`src/rtl/adm_pkg.sv`:
```
package adm_pkg;
  typedef enum logic [1:0] {
    SEL_NONE = 2'd0,
    SEL_ARR  = 2'd1,
    SEL_BUF  = 2'd2
  } inj_sel_e;

  typedef struct packed {
    inj_sel_e sel;
    logic     push;
    logic     pop;
    logic     accept;
    logic     drop;
  } adm_dec_t;
endpackage

```
`src/rtl/adm_fifo.sv`:
```
module adm_fifo #(
  parameter int unsigned DATA_W = 32,
  parameter int unsigned DEPTH  = 2
) (
  input  logic              clk_i,
  input  logic              rst_ni,
  input  logic              push_i,
  input  logic [DATA_W-1:0] push_data_i,
  input  logic              pop_i,
  output logic [DATA_W-1:0] head_o,
  output logic              empty_o,
  output logic              full_o
);
  localparam int unsigned PTR_W = (DEPTH > 1) ? $clog2(DEPTH) : 1;
  localparam int unsigned CNT_W = $clog2(DEPTH + 1);
  localparam logic [PTR_W-1:0] LAST = PTR_W'(DEPTH - 1);

  logic [DATA_W-1:0] mem_q [DEPTH];
  logic [PTR_W-1:0]  wr_ptr_q, rd_ptr_q;
  logic [CNT_W-1:0]  cnt_q;

  function automatic logic [PTR_W-1:0] wrap_inc(input logic [PTR_W-1:0] p);
    return (p == LAST) ? '0 : p + 1'b1;
  endfunction

  assign empty_o = (cnt_q == '0);
  assign full_o  = (cnt_q == CNT_W'(DEPTH));
  assign head_o  = mem_q[rd_ptr_q];

  always_ff @(posedge clk_i or negedge rst_ni) begin
    if (!rst_ni) begin
      wr_ptr_q <= '0;
      rd_ptr_q <= '0;
      cnt_q    <= '0;
    end else begin
      if (push_i) wr_ptr_q <= wrap_inc(wr_ptr_q);
      if (pop_i)  rd_ptr_q <= wrap_inc(rd_ptr_q);
      if (push_i && !pop_i)      cnt_q <= cnt_q + 1'b1;
      else if (pop_i && !push_i) cnt_q <= cnt_q - 1'b1;
    end
  end

  // data array carries no reset
  always_ff @(posedge clk_i) begin
    if (push_i) mem_q[wr_ptr_q] <= push_data_i;
  end

  AST_FIFO_NO_OVERFLOW: assert property (@(posedge clk_i) disable iff (!rst_ni)
    (push_i && full_o) |-> pop_i);
  AST_FIFO_NO_UNDERFLOW: assert property (@(posedge clk_i) disable iff (!rst_ni)
    pop_i |-> !empty_o);
  AST_FIFO_SWAP_KEEPS_HEAD_FULL: assert property (@(posedge clk_i) disable iff (!rst_ni)
    (push_i && pop_i && full_o) |=> full_o);
endmodule

```
`src/rtl/adm_arbiter.sv`:
```
module adm_arbiter
  import adm_pkg::*;
(
  input  logic     arr_valid_i,
  input  logic     arr_prio_i,
  input  logic     port_busy_i,
  input  logic     buf_empty_i,
  input  logic     buf_full_i,
  output adm_dec_t dec_o
);
  always_comb begin
    dec_o = '{sel: SEL_NONE, push: 1'b0, pop: 1'b0, accept: 1'b0, drop: 1'b0};
    if (port_busy_i) begin
      if (arr_valid_i) begin
        if (!buf_full_i) begin
          dec_o.push   = 1'b1;
          dec_o.accept = 1'b1;
        end else begin
          dec_o.drop = 1'b1;
        end
      end
    end else begin
      dec_o.accept = arr_valid_i;
      if (arr_valid_i && arr_prio_i) begin
        dec_o.sel = SEL_ARR;
      end else if (!buf_empty_i) begin
        // buffer served first; arrival takes the freed entry
        dec_o.sel  = SEL_BUF;
        dec_o.pop  = 1'b1;
        dec_o.push = arr_valid_i;
      end else if (arr_valid_i) begin
        dec_o.sel = SEL_ARR;
      end
    end
  end
endmodule

```
`src/rtl/adm_stage.sv`:
```
module adm_stage
  import adm_pkg::*;
#(
  parameter int unsigned DATA_W    = 32,
  parameter int unsigned DLY_SLOTS = 2
) (
  input  logic              clk_i,
  input  logic              rst_ni,
  input  logic              arr_valid_i,
  input  logic              arr_prio_i,
  input  logic [DATA_W-1:0] arr_data_i,
  input  logic              port_busy_i,
  output logic              inj_valid_o,
  output logic              inj_src_o,
  output logic [DATA_W-1:0] inj_data_o,
  output logic              attempt_o,
  output logic              accept_o,
  output logic              drop_o
);
  localparam bit HAS_BUF = (DLY_SLOTS > 0);

  adm_dec_t          dec;
  logic              buf_empty, buf_full;
  logic [DATA_W-1:0] buf_head;

  adm_arbiter u_arb (
    .arr_valid_i (arr_valid_i),
    .arr_prio_i  (arr_prio_i),
    .port_busy_i (port_busy_i),
    .buf_empty_i (buf_empty),
    .buf_full_i  (buf_full),
    .dec_o       (dec)
  );

  generate
    if (HAS_BUF) begin : g_buf
      adm_fifo #(
        .DATA_W (DATA_W),
        .DEPTH  (DLY_SLOTS)
      ) u_fifo (
        .clk_i       (clk_i),
        .rst_ni      (rst_ni),
        .push_i      (dec.push),
        .push_data_i (arr_data_i),
        .pop_i       (dec.pop),
        .head_o      (buf_head),
        .empty_o     (buf_empty),
        .full_o      (buf_full)
      );
    end else begin : g_nobuf
      assign buf_head  = '0;
      assign buf_empty = 1'b1;
      assign buf_full  = 1'b1;
    end
  endgenerate

  always_comb begin
    inj_valid_o = (dec.sel != SEL_NONE);
    inj_src_o   = (dec.sel == SEL_BUF);
    unique case (dec.sel)
      SEL_ARR: inj_data_o = arr_data_i;
      SEL_BUF: inj_data_o = buf_head;
      default: inj_data_o = '0;
    endcase
  end

  assign attempt_o = arr_valid_i;
  assign accept_o  = dec.accept;
  assign drop_o    = dec.drop;

  AST_BUSY_NO_INJECT: assert property (@(posedge clk_i) disable iff (!rst_ni)
    port_busy_i |-> !inj_valid_o);
  AST_DROP_ONLY_FULL: assert property (@(posedge clk_i) disable iff (!rst_ni)
    drop_o |-> (port_busy_i && buf_full));
  AST_PRIO_FIRST: assert property (@(posedge clk_i) disable iff (!rst_ni)
    (!port_busy_i && arr_valid_i && arr_prio_i) |-> (inj_valid_o && !inj_src_o));
  AST_BUF_FIRST: assert property (@(posedge clk_i) disable iff (!rst_ni)
    (!port_busy_i && !buf_empty && !(arr_valid_i && arr_prio_i)) |-> (inj_valid_o && inj_src_o));
  AST_ONE_OUTCOME: assert property (@(posedge clk_i) disable iff (!rst_ni)
    attempt_o |-> $onehot({accept_o, drop_o}));
  AST_IDLE_QUIET: assert property (@(posedge clk_i) disable iff (!rst_ni)
    !arr_valid_i |-> !(accept_o || drop_o));
  AST_FREE_EMPTY_PASS: assert property (@(posedge clk_i) disable iff (!rst_ni)
    (!port_busy_i && buf_empty && arr_valid_i) |-> (inj_valid_o && inj_data_o == arr_data_i));
endmodule

```
`config.mk`:
```
export PLATFORM = sky130hd
export DESIGN_NAME = adm_stage
export DESIGN_NICKNAME = d
export VERILOG_FILES = /design/src/rtl/adm_pkg.sv /design/src/rtl/adm_fifo.sv /design/src/rtl/adm_arbiter.sv /design/src/rtl/adm_stage.sv
export SDC_FILE = /design/constraint.sdc
export NUM_CORES = 1
export LEC_CHECK = 0
export CAP_MARGIN = 25
export CORE_MARGIN = 5
export CORE_UTILIZATION = 49
export CTS_BUF_LIST = sky130_fd_sc_hd__clkbuf_16
export CTS_CLUSTER_SIZE = 30
export DETAILED_ROUTE_END_ITERATION = 10
export GPL_ROUTABILITY_DRIVEN = 0
export PLACE_DENSITY = 0.81
export SYNTH_ARGS = -nofsm -noshare
export SYNTH_HDL_FRONTEND = slang
export SYNTH_SLANG_ARGS = --single-unit
export TNS_END_PERCENT = 1
```
`constraint.sdc`:
```
create_clock -name clk_i -period 3.2 [get_ports clk_i]
set_input_delay 0.48 -clock clk_i [delete_from_list [all_inputs] [get_ports clk_i]]
set_output_delay 0.48 -clock clk_i [all_outputs]
set_load 0.005 [all_outputs]
```
==> impl_metrics.tcl <==
set metrics [dict create \
    hold_violations 0 \
    tightest_slew_ns 0.6373 \
    antenna_found_initial 0 \
    peakVddDrop_mv 0.4151 \
    wl_per_cell_um 16.55 \
    dieArea_mm2 0.007731 \
    final_cell_mix "edfxtp_1 (64), clkdlybuf4s50_1 (48), nand2_1 (32)" \
    power_per_cell_area_mw_per_mm2 700.4 \
    cts_root_buffer "clkbuf_16" \
    grt-ovfl-total 0 \
    fin_ws_ns -0.09966 \
    reg2reg_to "g_buf.u_fifo.cnt_q[1]" \
    dp_cells 355 \
    area_delta_synth_final_pct 42.89 \
    worst-r2r-cell-count 7 \
    synth_warnings 0 \
    rsz0062_at_grt "yes" \
    port_buffers 73 \
    seqPwrFrac_pct 42.0 \
    grt.total_usage_pct 16.99 \
    grt_max_degree 23 \
    vias 1920 \
    cp_max_fo 15 \
    relSlewSlack_pct 57.32 \
    cts_tree "built" \
    dpl.hpwl_mm 4.259 \
    postRouteAntennaNets 0 \
    r2r_start "g_buf.u_fifo.cnt_q[1]" \
    fin_crit_sh_pct 103.1 \
    violations "negative setup slack" \
    hold_class "primary input to asynchronous set/reset pin" \
    wl_mm 6.140 \
    grt_pass1_wl_mm 9.763 \
    vias_per_cell 5.175 \
    synth-seq-cells 68 \
    p_comb_share_pct 30.5 \
    num_antenna_cells 0 \
    core-area_mm2 0.005921 \
    htree_levels 3 \
    fmax_mhz 303.1 \
    placementRows 28 \
    fin_cells 371 \
    leakage_uw 0.001938 \
    arrival_ns 2.82 \
    final_nets 332 \
    grt_pass1_vias 1992 \
    p_switching_uw 841.8 \
    p_sw_share_pct 28.27 \
    remaining_drc_errors 0 \
    setup_violations 8 \
    skew_ns 0.004104 \
    clock_sinks 68 \
    synth_seq_area_share_pct 67.96 \
    layout_commonest_cell "edfxtp_1" \
    final_layout_size_suffix_gt1_share_pct 19.59 \
    fin_crit_ns 3.300 \
    end_kind "output port" \
    synth_nets 244 \
    cap_violations 0 \
    dieHeight_um 87.93 \
    clk_pin_slew_ns 0.05 \
    ios 74 \
    die_w_um 87.93 \
    clk_latency_ns 0.32 \
    intPower_uw 2136 \
    status "finished with violations" \
    cts_buffer_depth 2 \
    syn_area_mm2 0.002975 \
    required_ns 2.72 \
    tns_ns -0.5658 \
    first_iter_violations 92 \
    path_class "primary input to output port" \
    synthCells 204 \
    syn_area_per_cell_um2 14.59 \
    cts_made_buffers 9 \
    synth_cell_types 26 \
    worstSetupStartpointType "primary input" \
    dr.pass1.iters 4 \
    r2r_slack_ns 1.18 \
    start_util_pct 50.25 \
    final_max_slew_viol_count 0 \
    pwr-share-clk_pct 27.5 \
]
## final cells by class
type / count / area, um2
Inverter: 6 / 22.52
Timing Repair Buffer: 88 / 952.2
Tap cell: 75 / 93.84
Clock buffer: 9 / 225.2
Multi-Input combinational cell: 119 / 908.4
Sequential cell: 68 / 2023
Clock inverter: 6 / 26.28
Fill cell: 399 / 1669
## registers in the layout, indices dropped and copies added, names as in the netlist
name / count
g_buf.u_fifo.mem_q: 64
g_buf.u_fifo.cnt_q: 2
g_buf.u_fifo.rd_ptr_q: 1
g_buf.u_fifo.wr_ptr_q: 1
## routing by layer
metal / track usage (%) / up-vias / share of wire [%]
li1: - / 927 / -
met1: 20.62 / 937 / 39
met2: 29.04 / 48 / 54
met3: 4.139 / 8 / 5.7
met4: 6.974 / 0 / 1.2
met5: 0 / - / 0
## critical path, stage by stage
cell,delay (ns)
clkdlybuf4s50_1,0.48
o21ba_2,0.18
nor3_4,0.17
ha_4,0.23
or3b_4,0.41
buf_12,0.17
o21ai_2,0.16
clkdlybuf4s50_1,0.52
## worst max path at each step
stage	startpoint	end	slack (ns)	cells after the start
after floorplan	arr_prio_i	g_buf.u_fifo.mem_q[0][0]	0.55	3
after global placement	arr_valid_i	inj_data_o[3]	-0.23	8
after detailed placement	arr_valid_i	inj_data_o[3]	-0.30	8
after CTS	arr_prio_i	inj_data_o[19]	-0.17	8
after global routing	arr_prio_i	inj_data_o[7]	-0.17	8
final	arr_prio_i	inj_data_o[7]	-0.1	8
## power groups by stage
| stage | combinational, uW | sequential [uW] | clock (uW) |
|---|---|---|---|
| 2_1_floorplan | 547 | 1230 | 0 |
| 3_3_place_gp | 907 | 1260 | 0 |
| 3_5_place_dp | 923 | 1270 | 0 |
| 4_1_cts | 931 | 1260 | 829 |
| 5_1_grt | 985 | 1270 | 879 |
| 6_report | 908 | 1250 | 818 |
## timing repair
action / CTS / global route
endpoints found under the setup margin: 31 / 30
hold buffers: 0 / 0
pin swaps: 0 / 1
gates resized for setup: 6 / 25
buffers inserted: 0 / 1
## Yosys cell counts, drive strengths merged
| library cell | instances | area [um2] |
|---|---|---|
| inv | 6 | 22.52 |
| a21oi | 1 | 5.000 |
| o211ai | 1 | 7.510 |
| nand3b | 1 | 7.510 |
| a22oi | 1 | 7.510 |
| o21ba | 1 | 10.01 |
| o21ai | 32 | 246.5 |
| mux2 | 1 | 11.26 |
| edfxtp | 64 | 1922 |
| xor2 | 2 | 17.52 |
| xnor2 | 3 | 26.28 |
| buf | 8 | 61.31 |
| nor2 | 6 | 22.52 |
| and2 | 1 | 6.260 |
| nand2 | 32 | 120.1 |
| nor3 | 1 | 5.000 |
| dfrtp | 4 | 100.1 |
| nor2b | 1 | 6.260 |
| or3b | 1 | 11.26 |
| mux2i | 31 | 310.3 |
| ha | 3 | 37.54 |
| clkbuf | 3 | 11.26 |
## logic make-up (layout without fill, tap and decap cells)
kind of cell	count (synthesis)	count (layout)	synth area share (%)
AOI/OAI and AO/OA	36	36	9.293
xor gates and xnor gates	5	5	1.472
adders and majority gates	3	3	1.262
buffers and inverters	17	109	3.196
DFF	68	68	67.96
muxes	32	32	10.81
and+or+nand+nor	43	43	6.014
## through the flow
step	power (uW)	hold WS (ns)	utilization (%)	setup slack, ns	instance area [um2]
3_5_place_dp	2192	0.5427	65.89	-0.2965	3901
4_1_cts	3016	0.3687	70.39	-0.1697	4168
3_3_place_gp	2165	0.5336	65.89	-0.2286	3901
2_1_floorplan	1780	0.1844	-	0.5451	2975
6_report	2978	0.3756	71.81	-0.09966	4252
5_1_grt	3136	0.3836	71.81	-0.1729	4252
(Power assumes the default switching activity.)
